[src/rtl/sram_dc_pkg.sv]
package sram_dc_pkg;

  typedef enum logic [1:0] {
    OP_IDLE  = 2'd0,
    OP_READ  = 2'd1,
    OP_WRITE = 2'd2
  } op_e;

  localparam int PAR_PER_LANE = 1;

endpackage

[src/rtl/sram_wr_decode.sv]
module sram_wr_decode
  import sram_dc_pkg::*;
#(
  parameter int ADDR_W = 4,
  parameter int LANES  = 4,
  parameter int BYTE_W = 8,
  localparam int DW    = LANES * BYTE_W
) (
  input  logic              clk,
  input  logic              rst,
  input  logic              acc_sel,
  input  logic              acc_pstart,
  input  logic [ADDR_W-1:0] acc_addr,
  input  logic              gw_n,
  input  logic              bwe_n,
  input  logic [LANES-1:0]  bsel_n,
  input  logic [DW-1:0]     wdata,
  input  logic [LANES-1:0]  wpar,
  input  logic              sleep,
  output logic [ADDR_W-1:0] s_addr,
  output logic [LANES-1:0]  s_wmask,
  output logic [DW-1:0]     s_wdata,
  output logic [LANES-1:0]  s_wpar,
  output op_e               s_op,
  output logic              s_first
);

  logic             eff_sel;
  logic             wr_allowed;
  logic [LANES-1:0] lane_wr;
  logic             prev_sel_q;
  op_e              op_d;

  // sleep behaves as a deselect
  assign eff_sel    = acc_sel & ~sleep;
  // processor-start cycles never write
  assign wr_allowed = eff_sel & ~acc_pstart;

  for (genvar i = 0; i < LANES; i++) begin : g_lane_dec
    // global write wins; otherwise byte enable qualified by lane select
    assign lane_wr[i] = wr_allowed & (~gw_n | (~bwe_n & ~bsel_n[i]));
  end

  always_comb begin
    if (!eff_sel)       op_d = OP_IDLE;
    else if (|lane_wr)  op_d = OP_WRITE;
    else                op_d = OP_READ;
  end

  always_ff @(posedge clk) begin
    if (rst) begin
      s_addr     <= '0;
      s_wmask    <= '0;
      s_wdata    <= '0;
      s_wpar     <= '0;
      s_op       <= OP_IDLE;
      s_first    <= 1'b1;
      prev_sel_q <= 1'b0;
    end else begin
      s_addr     <= acc_addr;
      s_wmask    <= lane_wr;
      s_wdata    <= wdata;
      s_wpar     <= wpar;
      s_op       <= op_d;
      s_first    <= ~prev_sel_q;
      prev_sel_q <= eff_sel;
    end
  end

  a_r1_global_all_lanes: assert property (@(posedge clk) disable iff (rst)
    (acc_sel && !sleep && !acc_pstart && !gw_n) |=> (s_wmask == {LANES{1'b1}}));

  a_r2_no_bwe_no_write: assert property (@(posedge clk) disable iff (rst)
    (gw_n && bwe_n) |=> (s_wmask == '0));

  a_r7_sleep_blocks: assert property (@(posedge clk) disable iff (rst)
    sleep |=> (s_op == OP_IDLE && s_wmask == '0));

  a_r8_pstart_reads: assert property (@(posedge clk) disable iff (rst)
    (acc_sel && !sleep && acc_pstart) |=> (s_op == OP_READ && s_wmask == '0));

endmodule

[src/rtl/sram_lane_mem.sv]
module sram_lane_mem #(
  parameter int ADDR_W = 4,
  parameter int LANE_W = 9,
  localparam int DEPTH = 1 << ADDR_W
) (
  input  logic              clk,
  input  logic              rst,
  input  logic              we,
  input  logic              re,
  input  logic [ADDR_W-1:0] addr,
  input  logic [LANE_W-1:0] wd,
  output logic [LANE_W-1:0] rd
);

  logic [LANE_W-1:0] mem [DEPTH];

  // write port: no reset, single address, block-RAM friendly
  always_ff @(posedge clk) begin
    if (we) mem[addr] <= wd;
  end

  // registered read port with synchronous reset of the output register
  always_ff @(posedge clk) begin
    if (rst)     rd <= '0;
    else if (re) rd <= mem[addr];
  end

endmodule

[src/rtl/sram_out_ctrl.sv]
module sram_out_ctrl
  import sram_dc_pkg::*;
(
  input  logic clk,
  input  logic rst,
  input  op_e  s_op,
  input  logic s_first,
  input  logic oe_n,
  output logic dq_oe
);

  logic rd_valid_q;

  always_ff @(posedge clk) begin
    if (rst) rd_valid_q <= 1'b0;
    else     rd_valid_q <= (s_op == OP_READ) && !s_first;
  end

  // asynchronous gating by the output enable
  assign dq_oe = rd_valid_q & ~oe_n;

  a_r6_first_read_blank: assert property (@(posedge clk) disable iff (rst)
    s_first |=> !rd_valid_q);

  a_r6_nonread_blank: assert property (@(posedge clk) disable iff (rst)
    (s_op != OP_READ) |=> !dq_oe);

  a_r4_valid_from_read: assert property (@(posedge clk) disable iff (rst)
    rd_valid_q |-> ($past(s_op) == OP_READ));

endmodule

[src/rtl/sram_data_ctrl.sv]
module sram_data_ctrl
  import sram_dc_pkg::*;
#(
  parameter int ADDR_W = 4,
  parameter int LANES  = 4,
  parameter int BYTE_W = 8,
  localparam int DW     = LANES * BYTE_W,
  localparam int LANE_W = BYTE_W + PAR_PER_LANE
) (
  input  logic              clk,
  input  logic              rst,
  input  logic              acc_sel,
  input  logic              acc_pstart,
  input  logic [ADDR_W-1:0] acc_addr,
  input  logic              gw_n,
  input  logic              bwe_n,
  input  logic [LANES-1:0]  bsel_n,
  input  logic [DW-1:0]     wdata,
  input  logic [LANES-1:0]  wpar,
  input  logic              oe_n,
  input  logic              sleep,
  output logic [DW-1:0]     rdata,
  output logic [LANES-1:0]  rpar,
  output logic              dq_oe
);

  logic [ADDR_W-1:0] s_addr;
  logic [LANES-1:0]  s_wmask;
  logic [DW-1:0]     s_wdata;
  logic [LANES-1:0]  s_wpar;
  op_e               s_op;
  logic              s_first;
  logic              s_re;

  sram_wr_decode #(
    .ADDR_W(ADDR_W), .LANES(LANES), .BYTE_W(BYTE_W)
  ) u_dec (
    .clk(clk), .rst(rst),
    .acc_sel(acc_sel), .acc_pstart(acc_pstart), .acc_addr(acc_addr),
    .gw_n(gw_n), .bwe_n(bwe_n), .bsel_n(bsel_n),
    .wdata(wdata), .wpar(wpar), .sleep(sleep),
    .s_addr(s_addr), .s_wmask(s_wmask), .s_wdata(s_wdata),
    .s_wpar(s_wpar), .s_op(s_op), .s_first(s_first)
  );

  assign s_re = (s_op == OP_READ);

  for (genvar i = 0; i < LANES; i++) begin : g_lane
    logic [LANE_W-1:0] lane_rd;

    sram_lane_mem #(.ADDR_W(ADDR_W), .LANE_W(LANE_W)) u_mem (
      .clk(clk), .rst(rst),
      .we(s_wmask[i]), .re(s_re), .addr(s_addr),
      .wd({s_wpar[i], s_wdata[i*BYTE_W +: BYTE_W]}),
      .rd(lane_rd)
    );

    assign rdata[i*BYTE_W +: BYTE_W] = lane_rd[BYTE_W-1:0];
    assign rpar[i]                   = lane_rd[BYTE_W];
  end

  sram_out_ctrl u_out (
    .clk(clk), .rst(rst),
    .s_op(s_op), .s_first(s_first), .oe_n(oe_n),
    .dq_oe(dq_oe)
  );

  a_r9_reset_quiet: assert property (@(posedge clk)
    $past(rst) |-> (!dq_oe && rdata == '0 && rpar == '0));

  a_r7_sleep_holds_data: assert property (@(posedge clk) disable iff (rst)
    $past(s_op) == OP_IDLE |-> $stable(rdata));

endmodule

[config.mk]
export PLATFORM = sky130hd
export DESIGN_NAME = sram_data_ctrl
export DESIGN_NICKNAME = d
export VERILOG_FILES = /design/src/rtl/sram_dc_pkg.sv /design/src/rtl/sram_wr_decode.sv /design/src/rtl/sram_lane_mem.sv /design/src/rtl/sram_out_ctrl.sv /design/src/rtl/sram_data_ctrl.sv
export SDC_FILE = /design/constraint.sdc
export NUM_CORES = 1
export LEC_CHECK = 0
export BUFFER_PORTS_ARGS = -buffer_cell sky130_fd_sc_hd__buf_4
export CAP_MARGIN = 25
export CORE_AREA = 2 2 252 254
export CTS_BUF_LIST = sky130_fd_sc_hd__clkbuf_8
export DETAILED_ROUTE_END_ITERATION = 8
export DIE_AREA = 0 0 254 256
export PLACE_DENSITY = 0.64
export SLEW_MARGIN = 20
export SYNTH_ARGS = -nofsm -noshare
export SYNTH_HDL_FRONTEND = slang
export SYNTH_SLANG_ARGS = --single-unit
export TNS_END_PERCENT = 5
[constraint.sdc]
create_clock -name clk -period 4.5 [get_ports clk]
set_input_delay 0.9 -clock clk [delete_from_list [all_inputs] [get_ports clk]]
set_output_delay 0.9 -clock clk [all_outputs]
set_load 0.01 [all_outputs]
== Word-level counts from Yosys, hierarchy flattened ==
Memory sizes are Yosys's and may differ from the RTL's. A register that Yosys moved wholly into a read port is not among the register bits.
Index checks and enable logic that the tools add are counted.
Word-level totals
  flip-flop bits (word level): 49
  RAM bits: 576
  output and inout bits: 37
  memories: 4
Cells by class
  eq/ne operators: 1
  muxes and demuxes: 9
  bitwise logic cells: 26
  reductions and logical operators: 4
Memories
  g_lane[0].u_mem.mem: words 16, bits a word 9, rd ports 1, clocked after Yosys merged registers in 1, wr ports 1, RTL line sram_lane_mem.sv:15  | logic [LANE_W-1:0] mem [DEPTH];
  g_lane[1].u_mem.mem: words 16, bits a word 9, rd ports 1, clocked after Yosys merged registers in 1, wr ports 1, RTL line sram_lane_mem.sv:15
  g_lane[2].u_mem.mem: words 16, bits a word 9, rd ports 1, clocked after Yosys merged registers in 1, wr ports 1, RTL line sram_lane_mem.sv:15
  g_lane[3].u_mem.mem: words 16, bits a word 9, rd ports 1, clocked after Yosys merged registers in 1, wr ports 1, RTL line sram_lane_mem.sv:15
Operators with widths (number)
  $and A1 B1 Y1: 11
  $not A1 Y1: 11
  $mux W1: 8
  $or A1 B1 Y1: 4
  $reduce_or A4 Y1: 1
  $eq A2 B1 Y1 const B: 1
  $mux W2: 1
  $reduce_or A2 Y1: 1
  $logic_and A1 B1 Y1: 1
  $logic_not A1 Y1: 1

== Longest topological paths before layout ==
Gate-level depths: netlist of the first run.
  word-level depth: 6
  depth in mapped cells: 8
  mapped depth without buffers: 4

== Cells and area by module ==
Synthesis of the first run repeated with hierarchy kept, for this count alone.
Second synthesis, totals
  cells, all modules: 1466
  area, all modules: 25707.2 um2
By module, submodules not included
  sram_lane_mem: instances 4, cells an instance 338, area each 6074.6 um2, sequential area each 4504.3 um2
  sram_wr_decode: instances 1, cells an instance 110, area each 1353.8 um2, sequential area each 960.9 um2
  sram_out_ctrl: instances 1, cells an instance 3, area each 41.3 um2, sequential area each 20.0 um2
  sram_data_ctrl: instances 1, cells an instance 1, area each 13.8 um2, sequential area each 0.0 um2

== Least setup slack after synthesis of the first run ==
Ideal clock, no wire load.
  kind: register to register
  start: register u_dec.s_addr[1]
  end: memory g_lane[0].u_mem.mem[15][0] (enable)
  setup time: 0.374 ns
  arrival: 1.825 ns
  data required time: 4.126 ns
  path slack: 2.301 ns
  cell stages (with the launch flop): 8
  path buffers: 5
  clock period less this slack: 2.199 ns
  cells stage by stage: dfxtp_1 -> buf_2 -> buf_4 -> buf_4 -> buf_4 -> nand2_1 -> buf_2 -> nor2_1
RTL lines
  start, declared: RTL line sram_wr_decode.sv:20  | output logic [ADDR_W-1:0] s_addr,
  start signal, assigned: RTL line sram_wr_decode.sv:60  | s_addr <= acc_addr;
  end, declared: RTL line sram_lane_mem.sv:15
No word-level cell before the write port.

== Final worst setup path of the first run ==
  start: register u_dec.s_addr[0]
  end: memory g_lane[2].u_mem.mem[15][5] (enable)
RTL lines (RTL line)
  end, declared: sram_lane_mem.sv:15
No word-level cell before the write port.

==> flow_metrics.tcl, run 1 <==
set metrics [dict create \
    outcome "completed" \
    netlist-cell-type-count 26 \
    crit_fanout 29 \
    cts_setup_buffers 0 \
    routed_wl_um 55900 \
    pwr-share-clk_pct 39.0 \
    grt_antenna_before_repair 1 \
    met1_usage_pct 23.1 \
    cp-start-kind "register" \
    core_area_um2 62400 \
    ys.flop_type "edfxtp_1" \
    rows 92 \
    r2r_start "u_dec.s_addr[0]" \
    busiest_layer "met2" \
    synth_nets 1409 \
    leakage_nw 8.56 \
    synth_top_family_by_area "multiplexers" \
    drt_iter0_markers 1161 \
    worstHoldStart "u_dec.prev_sel_q" \
    hold_depth 1 \
    yosysTopAreaCellShare_pct 69.9 \
    synth_compound_area_share_pct 1.92 \
    antenna_left 0 \
    synth_edf_count 576 \
    finClkSkew_ps 34.5 \
    h-tree-depth 3 \
    cap_violations 0 \
    setup-violations-final 0 \
    switching_power_w 0.00263 \
    grt_pass1_wl_um 82700 \
    r2r-end "g_lane[2].u_mem.mem[15][5]" \
    internal_power_w 0.00933 \
    yosysMostFrequentCell "edfxtp_1" \
    clkLatencyLatePin_ps 700 \
    rsz0062_at_grt "false" \
    ys_seq_area_share_pct 76.8 \
    post-place-cells 2244 \
    use_met2_pct 27.6 \
    finalSetupTns_ps 0 \
    finalHoldViolations 0 \
    layout-drive-gt1-share_pct 24.2 \
    r2r_slack_ps 1450 \
    arrival_ps 3350 \
    syn_avg_cell_area_um2 18.2 \
    first_global_vias 13199 \
    ir_worst_vdd_v 0.000191 \
    yosys-top-cells-count "576 x edfxtp_1, 141 x mux2i_1, 137 x nor2_1, 85 x dfxtp_1, 75 x mux4_2" \
    synth_top_area_cell "edfxtp_1" \
    grtUsageTotal_pct 17.2 \
    synthAdderAreaFrac_pct 0 \
    slew_violations 0 \
    yosys.area_share.xor_xnor_pct 0 \
    area_growth_pct 14.5 \
    yosys_warnings 0 \
    dp_hpwl_um 33900 \
    die_area_um2 65000 \
    syn_inst 1357 \
    tightestPinTransition_ps 1040 \
    cts_tree "yes" \
    ys_ff_latch 661 \
    dr.pass1.iters 5 \
    cp-end-kind "register" \
    layoutNonFillerInstCount 2437 \
    holdPathEnd "u_dec.s_first" \
    swShare_pct 22.0 \
    hold_buffers 0 \
    cts_buffers 98 \
    nets 1558 \
    place_congestion 0.767 \
    yosys-top-cells-area "edfxtp_1 70%, dfxtp_1 6.9%, mux4_2 6.8%" \
    route.detailed.drc 0 \
    synth-simple-area-share_pct 5.56 \
    die_w_um 254 \
    clk_path_buf_depth 3 \
    avgRoutedWirePerCell_um 22.9 \
    muxShareOfSynthArea_pct 14.1 \
    cts.sinks 661 \
    path_class "register to register" \
    netlist_area_um2 24700 \
    start_util_pct 39.7 \
    async_reset_ff_share_pct 0 \
    clkTransAtPathRegs_ps 60 \
    max_slew_margin_pct 30.1 \
    fill_cells 5445 \
    seqPwrFrac_pct 57.2 \
    critPathRequiredTime_ps 4800 \
    hold_class "register to register" \
    period_needed_ps 3050 \
    overflow 0 \
    numPortBuffers 88 \
    ios 89 \
    fmaxAchievable_mhz 328 \
    powerDensity_nw_per_um2 422 \
    vias_per_cell 5.21 \
    use_met3_pct 3.81 \
    p_comb_share_pct 3.8 \
    post_cts_resized 0 \
    cts-root-buf "clkbuf_8" \
    die_h_um 256 \
    fin_crit_sh_pct 67.7 \
    r2r_cells 2 \
    vias 12694 \
    grt_max_degree 55 \
]
critical path, stage by stage, from the launching register on:
cell     delay [ps]
dfxtp_2         920
nand2_1         780
nor2_1          960
layer usage:
metal	up-vias	share of wire [%]
met2	419	48
met4	0	2.3
met1	6543	43
met3	78	6.6
li1	5654	-
met5	-	0
area by class of cell:
cell class / instances / area, um^2 / share of cell area (%)
antenna: 1 / 2.50 / 0.00883
clock buffer: 109 / 1500 / 5.30
clock inverter: 75 / 412 / 1.45
multi-input combinational: 615 / 5370 / 18.9
sequential: 661 / 19000 / 67.1
tap: 846 / 1060 / 3.74
timing repair buffer: 130 / 983 / 3.47
power by group through the flow:
| stage | Clock, W | Combinational, W | Sequential [W] |
|---|---|---|---|
| final | 0.00467 | 0.000459 | 0.00684 |
| after global routing | 0.00502 | 0.000492 | 0.00685 |
| after CTS | 0.00476 | 0.000464 | 0.00684 |
| after detailed placement | 0 | 0.000462 | 0.00697 |
| after global placement | 0 | 0.000458 | 0.00696 |
| after floorplan | 0 | 0.000312 | 0.00690 |
registers in the layout, indices dropped and copies added (netlist names):
register and cells:
u_dec.s_first 1, u_dec.s_op 2, u_dec.s_wmask 4, g_lane.u_mem.rd 36, u_dec.prev_sel_q 1, u_dec.s_wdata 32, g_lane.u_mem.mem 576, u_out.rd_valid_q 1
u_dec.s_wpar 4, u_dec.s_addr 4
stage by stage:
stage	utilization (%)	power, W	area, um^2	hold slack [ps]	worst slack, ps
6_report	45.4	0.0120	28300	388	1450
5_1_grt	45.4	0.0124	28300	392	1290
4_1_cts	45.3	0.0121	28300	353	1400
3_5_place_dp	42.2	0.00743	26300	375	1390
3_3_place_gp	42.2	0.00742	26300	379	1480
2_1_floorplan	-	0.00721	24700	356	2300
how the worst max path moves through the flow:
stage	slack, ps	to	start
after floorplan	2300	g_lane[0].u_mem.mem[15][0]	u_dec.s_addr[1]
after global placement	1480	g_lane[1].u_mem.mem[14][5]	u_dec.s_addr[3]
after detailed placement	1390	g_lane[1].u_mem.mem[14][4]	u_dec.s_addr[3]
after CTS	1400	g_lane[1].u_mem.mem[14][2]	u_dec.s_addr[3]
after global routing	1290	g_lane[1].u_mem.mem[12][1]	u_dec.s_addr[3]
final	1450	g_lane[2].u_mem.mem[15][5]	u_dec.s_addr[0]
cells in the final DEF, fill, tap and decap left out, types with 2 or more instances in the layout:
cell | Yosys | final
nor4_1 | 35 | 35
mux2_2 | 35 | 35
clkinv_2 | 0 | 18
dfxtp_1 | 85 | 82
clkbuf_8 | 0 | 109
o22ai_1 | 70 | 70
nand2_1 | 15 | 14
nor2_1 | 137 | 135
nor2_2 | 0 | 2
dfxtp_4 | 0 | 2
mux4_2 | 75 | 75
buf_6 | 1 | 2
mux2i_1 | 141 | 141
nand2b_1 | 6 | 4
nand2b_2 | 0 | 2
nor3_1 | 37 | 37
inv_1 | 0 | 37
o21ai_0 | 4 | 4
edfxtp_1 | 576 | 576
nor2b_1 | 44 | 43
nand3_1 | 4 | 4
buf_4 | 18 | 128
bufinv_16 | 0 | 3
clkinv_8 | 0 | 2
clkinv_1 | 0 | 14
and2_1 | 5 | 5
or2_2 | 2 | 2
cells by family (layout without fill, tap and decap cells):
| group | Yosys count | in the layout |
|---|---|---|
| AO/OA/AOI/OAI | 76 | 76 |
| buffers and inverters | 81 | 314 |
| flip-flops | 661 | 661 |
| multiplexers | 251 | 251 |
| other | 0 | 1 |
| AND/OR/NAND/NOR | 288 | 288 |
Note: power is estimated with default switching activity, not from simulation.
==> run 2: changes to the inputs <==
ABC_AREA = 1   (was not set)
CORE_AREA = 2 2 260 262   (was 2 2 252 254)
DIE_AREA = 0 0 262 264   (was 0 0 254 256)
clock period = 3.2 ns   (was 4.5 ns; I/O delays follow)
==> flow_metrics.tcl, run 2 <==
set metrics [dict create \
    outcome "completed" \
    max_slew_margin_pct 28.4 \
    drt_iter0_markers 1448 \
    cts.sinks 661 \
    start_util_pct 39.5 \
    syn_avg_cell_area_um2 10.4 \
    rows 95 \
    clkLatencyLatePin_ps 720 \
    netlist_area_um2 26300 \
    r2r_start "u_dec.s_addr[3]" \
    netlist-cell-type-count 15 \
    yosysMostFrequentCell "nand2_1" \
    critical_path.max_stage_delay_ps 850 \
    synth_nets 2594 \
    fin_total_pwr_w 0.0173 \
    leakage_nw 11.9 \
    syn_inst 2542 \
    nets 2738 \
    reg_top3 "g_lane.u_mem.mem: 576 flops, g_lane.u_mem.rd: 36 flops, u_dec.s_wdata: 32 flops" \
    yosys-top-cells-count "1393 x nand2_1, 576 x edfxtp_1, 187 x nor2_1, 85 x dfxtp_1, 73 x nand3_1" \
    holdPathEnd "u_dec.prev_sel_q" \
    period_needed_ps 2250 \
    die_area_um2 69200 \
    grt_pass1_wl_um 102000 \
    async_reset_ff_share_pct 0 \
    numPortBuffers 88 \
    place_congestion 0.854 \
    post_cts_resized 0 \
    die_h_um 264 \
    final_common_cell "nand2_1" \
    arrival_ps 2560 \
    worstHoldStart "sleep" \
    vias_per_cell 4.91 \
    first_global_vias 17897 \
    cts-root-buf "clkbuf_8" \
    crit_fanout 9 \
    r2r_slack_ps 950 \
    yosys-top-cells-area "edfxtp_1 66%, nand2_1 20%, dfxtp_1 6.5%" \
    critPathSlowestCell "nor2_1" \
    avgRoutedWirePerCell_um 18.3 \
    ys_ff_latch 661 \
    cts_tree "yes" \
    clk_path_buf_depth 3 \
    finalSetupTns_ps 0 \
    grtUsageTotal_pct 19.5 \
    yosysTopAreaCellShare_pct 65.7 \
    setup-violations-final 0 \
    critPathBufInv 1 \
    grt_max_degree 93 \
    area_growth_pct 14.6 \
    largest-register "g_lane.u_mem.mem" \
    ys_seq_area_share_pct 72.2 \
    r2r-end "g_lane[1].u_mem.mem[9][2]" \
    dr.pass1.iters 5 \
    synth_top_area_cell "edfxtp_1" \
    route.detailed.drc 0 \
    cp-start-kind "register" \
    ir_worst_vdd_v 0.000386 \
    r2r_cells 4 \
    finClkSkew_ps 48.2 \
    slew_violations 0 \
    powerDensity_nw_per_um2 573 \
    cp_top_family "simple AND/OR/NAND/NOR gates" \
    cts_buffers 102 \
    fmaxAchievable_mhz 444 \
    rsz0062_at_grt "false" \
    yosys_warnings 0 \
    clkTransAtPathRegs_ps 60 \
    antenna_left 0 \
    cp-end-kind "register" \
    fin_crit_sh_pct 70.4 \
    largest_reg_flops 576 \
    cap_violations 0 \
    core_area_um2 66600 \
    overflow 0 \
    h-tree-depth 3 \
    path_class "register to register" \
    tightestPinTransition_ps 1070 \
    cts_setup_buffers 0 \
    die_w_um 262 \
    ys.flop_type "edfxtp_1" \
    vias 17915 \
    ios 89 \
    finalHoldViolations 0 \
    dp_hpwl_um 41100 \
    hold_depth 2 \
    routed_wl_um 66600 \
    critPathRequiredTime_ps 3500 \
    final_cell_mix "1393 x nand2_1, 576 x edfxtp_1, 182 x nor2_1, 162 x buf_4, 116 x clkbuf_8" \
    layout-drive-gt1-share_pct 11.3 \
    grt_antenna_before_repair 1 \
    cp_cell_sequence "inv_1 -> nor2_4 -> nand2_1 -> nor2_1" \
    hold_buffers 0 \
    hold_class "input pin to register" \
    synth_edf_count 576 \
]
[run 2: cells by family (layout without fill, tap and decap cells)]
family          count (synthesis)  after routing  share of synthesized area (%)
compound gates                 40             40                          0.760
simple gates                 1657           1657                           24.0
buf+inv                       184            416                           3.07
other cells                     0              1                              0
flops                         661            661                           72.2
[run 2: area by class of cell]
cell class / instances / area, um^2
Clock buffer: 116 / 1600
Fill cell: 6200 / 36400
Timing Repair Buffer: 166 / 1300
Sequential cell: 661 / 19000
Tap cell: 873 / 1090
Antenna cell: 1 / 2.50
Inverter: 58 / 225
Clock inverter: 76 / 395
Multi-Input combinational cell: 1697 / 6550
[run 2: worst max path at each step]
stage	slack [ps]	start	endpoint	cells past startpoint
after global routing	870	u_dec.s_addr[3]	g_lane[3].u_mem.mem[9][2]	4
after global placement	1000	u_dec.s_addr[3]	g_lane[1].u_mem.mem[9][2]	4
after detailed placement	970	u_dec.s_addr[3]	g_lane[3].u_mem.mem[8][7]	4
after CTS	950	u_dec.s_addr[3]	g_lane[3].u_mem.mem[8][4]	4
final	950	u_dec.s_addr[3]	g_lane[1].u_mem.mem[9][2]	4
after floorplan	1350	u_dec.s_addr[1]	g_lane[3].u_mem.mem[0][0]	7
[run 2: power breakdown]
part / internal (W) / total (W) / leakage (nW) / switching [W]
sequential: 0.00943 / 0.00960 / 5.22 / 0.000164
combinational: 0.000310 / 0.000960 / 5.48 / 0.000651
clock: 0.00349 / 0.00674 / 1.17 / 0.00325
total: 0.0132 / 0.0173 / 11.9 / 0.00407
[run 2: routing by layer]
layer / up-vias / GRT usage (%) / wire length (um)
li1: 8541 / - / -
met1: 8550 / 26.2 / 28100
met2: 695 / 31.5 / 31400
met3: 129 / 3.32 / 5030
met4: 0 / 7.68 / 2090
met5: - / 0 / 0
[run 2: worst reg2reg max path, delay by kind of cell (launching register included)]
| family | cells | cell delay [ps] |
|---|---|---|
| buf+inv | 1 | 120 |
| simple gates | 3 | 1280 |
| flops | 1 | 470 |
[run 2: per-stage QoR]
stage                     util, %  area [um^2]  instances  worst slack, ps  hold slack [ps]
final                        45.3        30200       3648              947              101
after global routing         45.3        30200       3648              874             81.1
after CTS                    45.3        30100       3645              953             45.7
after detailed placement     42.3        28100       3453              972              356
after global placement       42.3        28100       3453             1000              358
after floorplan                 -        26300       2542             1350              352
==> run 3: changes to the inputs <==
PLACE_DENSITY = 0.66   (was 0.64)
clock period = 1.87 ns   (was 3.2 ns; I/O delays follow)
==> flow_metrics.tcl, run 3 (synthesis gave the netlist of run 2 again) <==
set metrics [dict create \
    max_slew_margin_pct 47.6 \
    setup-violations-final 0 \
    grt_max_degree 65 \
    clk_path_buf_depth 3 \
    critical_path.max_stage_delay_ps 410 \
    grt_pass1_wl_um 103000 \
    area_growth_pct 19.0 \
    leakage_nw 12.4 \
    critPathRequiredTime_ps 2260 \
    ios 89 \
    ir_worst_vdd_v 0.000496 \
    fmaxAchievable_mhz 553 \
    antenna_left 0 \
    tightestPinTransition_ps 785 \
    avgRoutedWirePerCell_um 18.1 \
    internal_power_w 0.0229 \
    start_util_pct 39.5 \
    finalHoldViolations 0 \
    arrival_ps 2200 \
    post-place-ws_ps 103 \
    critPathBufInv 4 \
    swShare_pct 23.4 \
    layout-drive-gt1-share_pct 12.4 \
    critPathSlowestCell "dfxtp_4" \
    cp_top_family "buffers and inverters" \
    largest_reg_flops 576 \
    fin_crit_sh_pct 96.7 \
    vias 18325 \
    nets 2828 \
    clkLatencyLatePin_ps 720 \
    rsz0062_at_grt "true" \
    die_w_um 262 \
    utilization_pct 47.1 \
    vias_per_cell 4.90 \
    routed_wl_um 67800 \
    cts_buffers 103 \
    slew_violations 0 \
    route.detailed.drc 0 \
    die_h_um 264 \
    pwr-share-clk_pct 38.9 \
    drt_iter0_markers 1771 \
    dp_hpwl_um 42100 \
    crit_fanout 27 \
    dr.pass1.iters 6 \
    final_area_um2 31300 \
    reg_top3 "g_lane.u_mem.mem: 576 flops, g_lane.u_mem.rd: 36 flops, u_dec.s_wdata: 32 flops" \
    layoutNonFillerInstCount 3740 \
    cpMostUsedCell "nand2_1" \
    cp_cell_sequence "inv_6 -> buf_12 -> nand2_1 -> inv_1 -> nand2_1 -> nor2_1 -> buf_4" \
    path_class "register to register" \
    outcome "completed" \
    seqPwrFrac_pct 54.9 \
    finClkSkew_ps 35.2 \
    fin_worst_hold_slack_ps 83.3 \
    grtUsageTotal_pct 19.7 \
    clkTransAtPathRegs_ps 70 \
    place_congestion 0.856 \
    final_common_cell "nand2_1" \
    post-place-cells 3489 \
    cp-end-kind "register" \
    rows 95 \
    core_area_um2 66600 \
    overflow 0 \
    switching_power_w 0.00699 \
    cts.sinks 661 \
    fill_cells 5944 \
    powerDensity_nw_per_um2 953 \
    grt_antenna_before_repair 1 \
    cts-root-buf "clkbuf_8" \
    cap_violations 0 \
    cts_setup_buffers 0 \
    die_area_um2 69200 \
    period_needed_ps 1810 \
    first_global_vias 17839 \
    largest-register "g_lane.u_mem.mem" \
    h-tree-depth 3 \
    final_cell_mix "1391 x nand2_1, 576 x edfxtp_1, 182 x nor2_1, 170 x buf_4, 121 x clkbuf_8" \
    hold_class "input pin to register" \
    numPortBuffers 88 \
    cp-start-kind "register" \
    fin_ws_ps 60.9 \
    p_comb_share_pct 6.1 \
    place_area_um2 28700 \
    cts_tree "yes" \
]
run 3: cell types whose count changed in the layout (fill, tap and decap cells not counted), sizes merged:
cell	delta
clkinv	-4
dlygate4sd3	+54
dlymetal6s4s	+1
clkbuf	+5
buf	+34
bufinv	-1
inv	+5
clkinvlp	-2
run 3: power by group through the flow:
stage	Combinational [W]	Sequential [W]	Clock [W]
6_report	0.00184	0.0164	0.0116
5_1_grt	0.00204	0.0164	0.0125
4_1_cts	0.00182	0.0164	0.0119
3_5_place_dp	0.00173	0.0167	0
3_3_place_gp	0.00171	0.0167	0
2_1_floorplan	0.00106	0.0166	0
run 3: layout make-up:
type                            count  area (um^2)  share of cell area [%]
Sequential cell                   661        19000                    60.7
Inverter                           58          225                   0.719
Tap cell                          873         1090                    3.49
Clock inverter                     74          358                    1.14
Timing Repair Buffer              255         2420                    7.73
Clock buffer                      121         1670                    5.32
Multi-Input combinational cell   1697         6560                    20.9
Antenna cell                        1         2.50                 0.00799
run 3: through the flow:
step | total power [W] | setup TNS, ps
floorplan | 0.0176 | 0
global placement | 0.0184 | 0
detailed placement | 0.0184 | 0
CTS | 0.0301 | 0
global route | 0.0309 | -99.9
finish | 0.0299 | 0
run 3: worst reg2reg max path, delay by kind of cell, from the launching register on:
family / cells / cell delay, ps
buffers and inverters: 4 / 640
flip-flops: 1 / 410
AND/OR/NAND/NOR: 3 / 430
run 3: what timing repair did:
item	4_1_cts	5_1_grt
resized for setup	0	6
endpoints found under the hold margin	47	0
setup endpoints to repair	0	39
hold buffers	55	0
run 3: worst paths after layout:
check / start / cells after the start / slack [ps] / endpoint
worst max register to register: u_dec.s_addr[0] / 7 / 60 / g_lane[3].u_mem.mem[8][4]
worst min register to register: u_dec.prev_sel_q / 1 / 370 / u_dec.s_first
worst max-delay path: u_dec.s_addr[0] / 7 / 60 / g_lane[3].u_mem.mem[8][4]
worst min-delay path: acc_sel / 5 / 80 / u_dec.s_wmask[0]
run 3: metal layers:
layer | wire, um | GRT usage (%)
met1 | 28300 | 26.8
met5 | 0 | 0
met3 | 5440 | 3.13
met2 | 32400 | 31.9
met4 | 1690 | 6.96
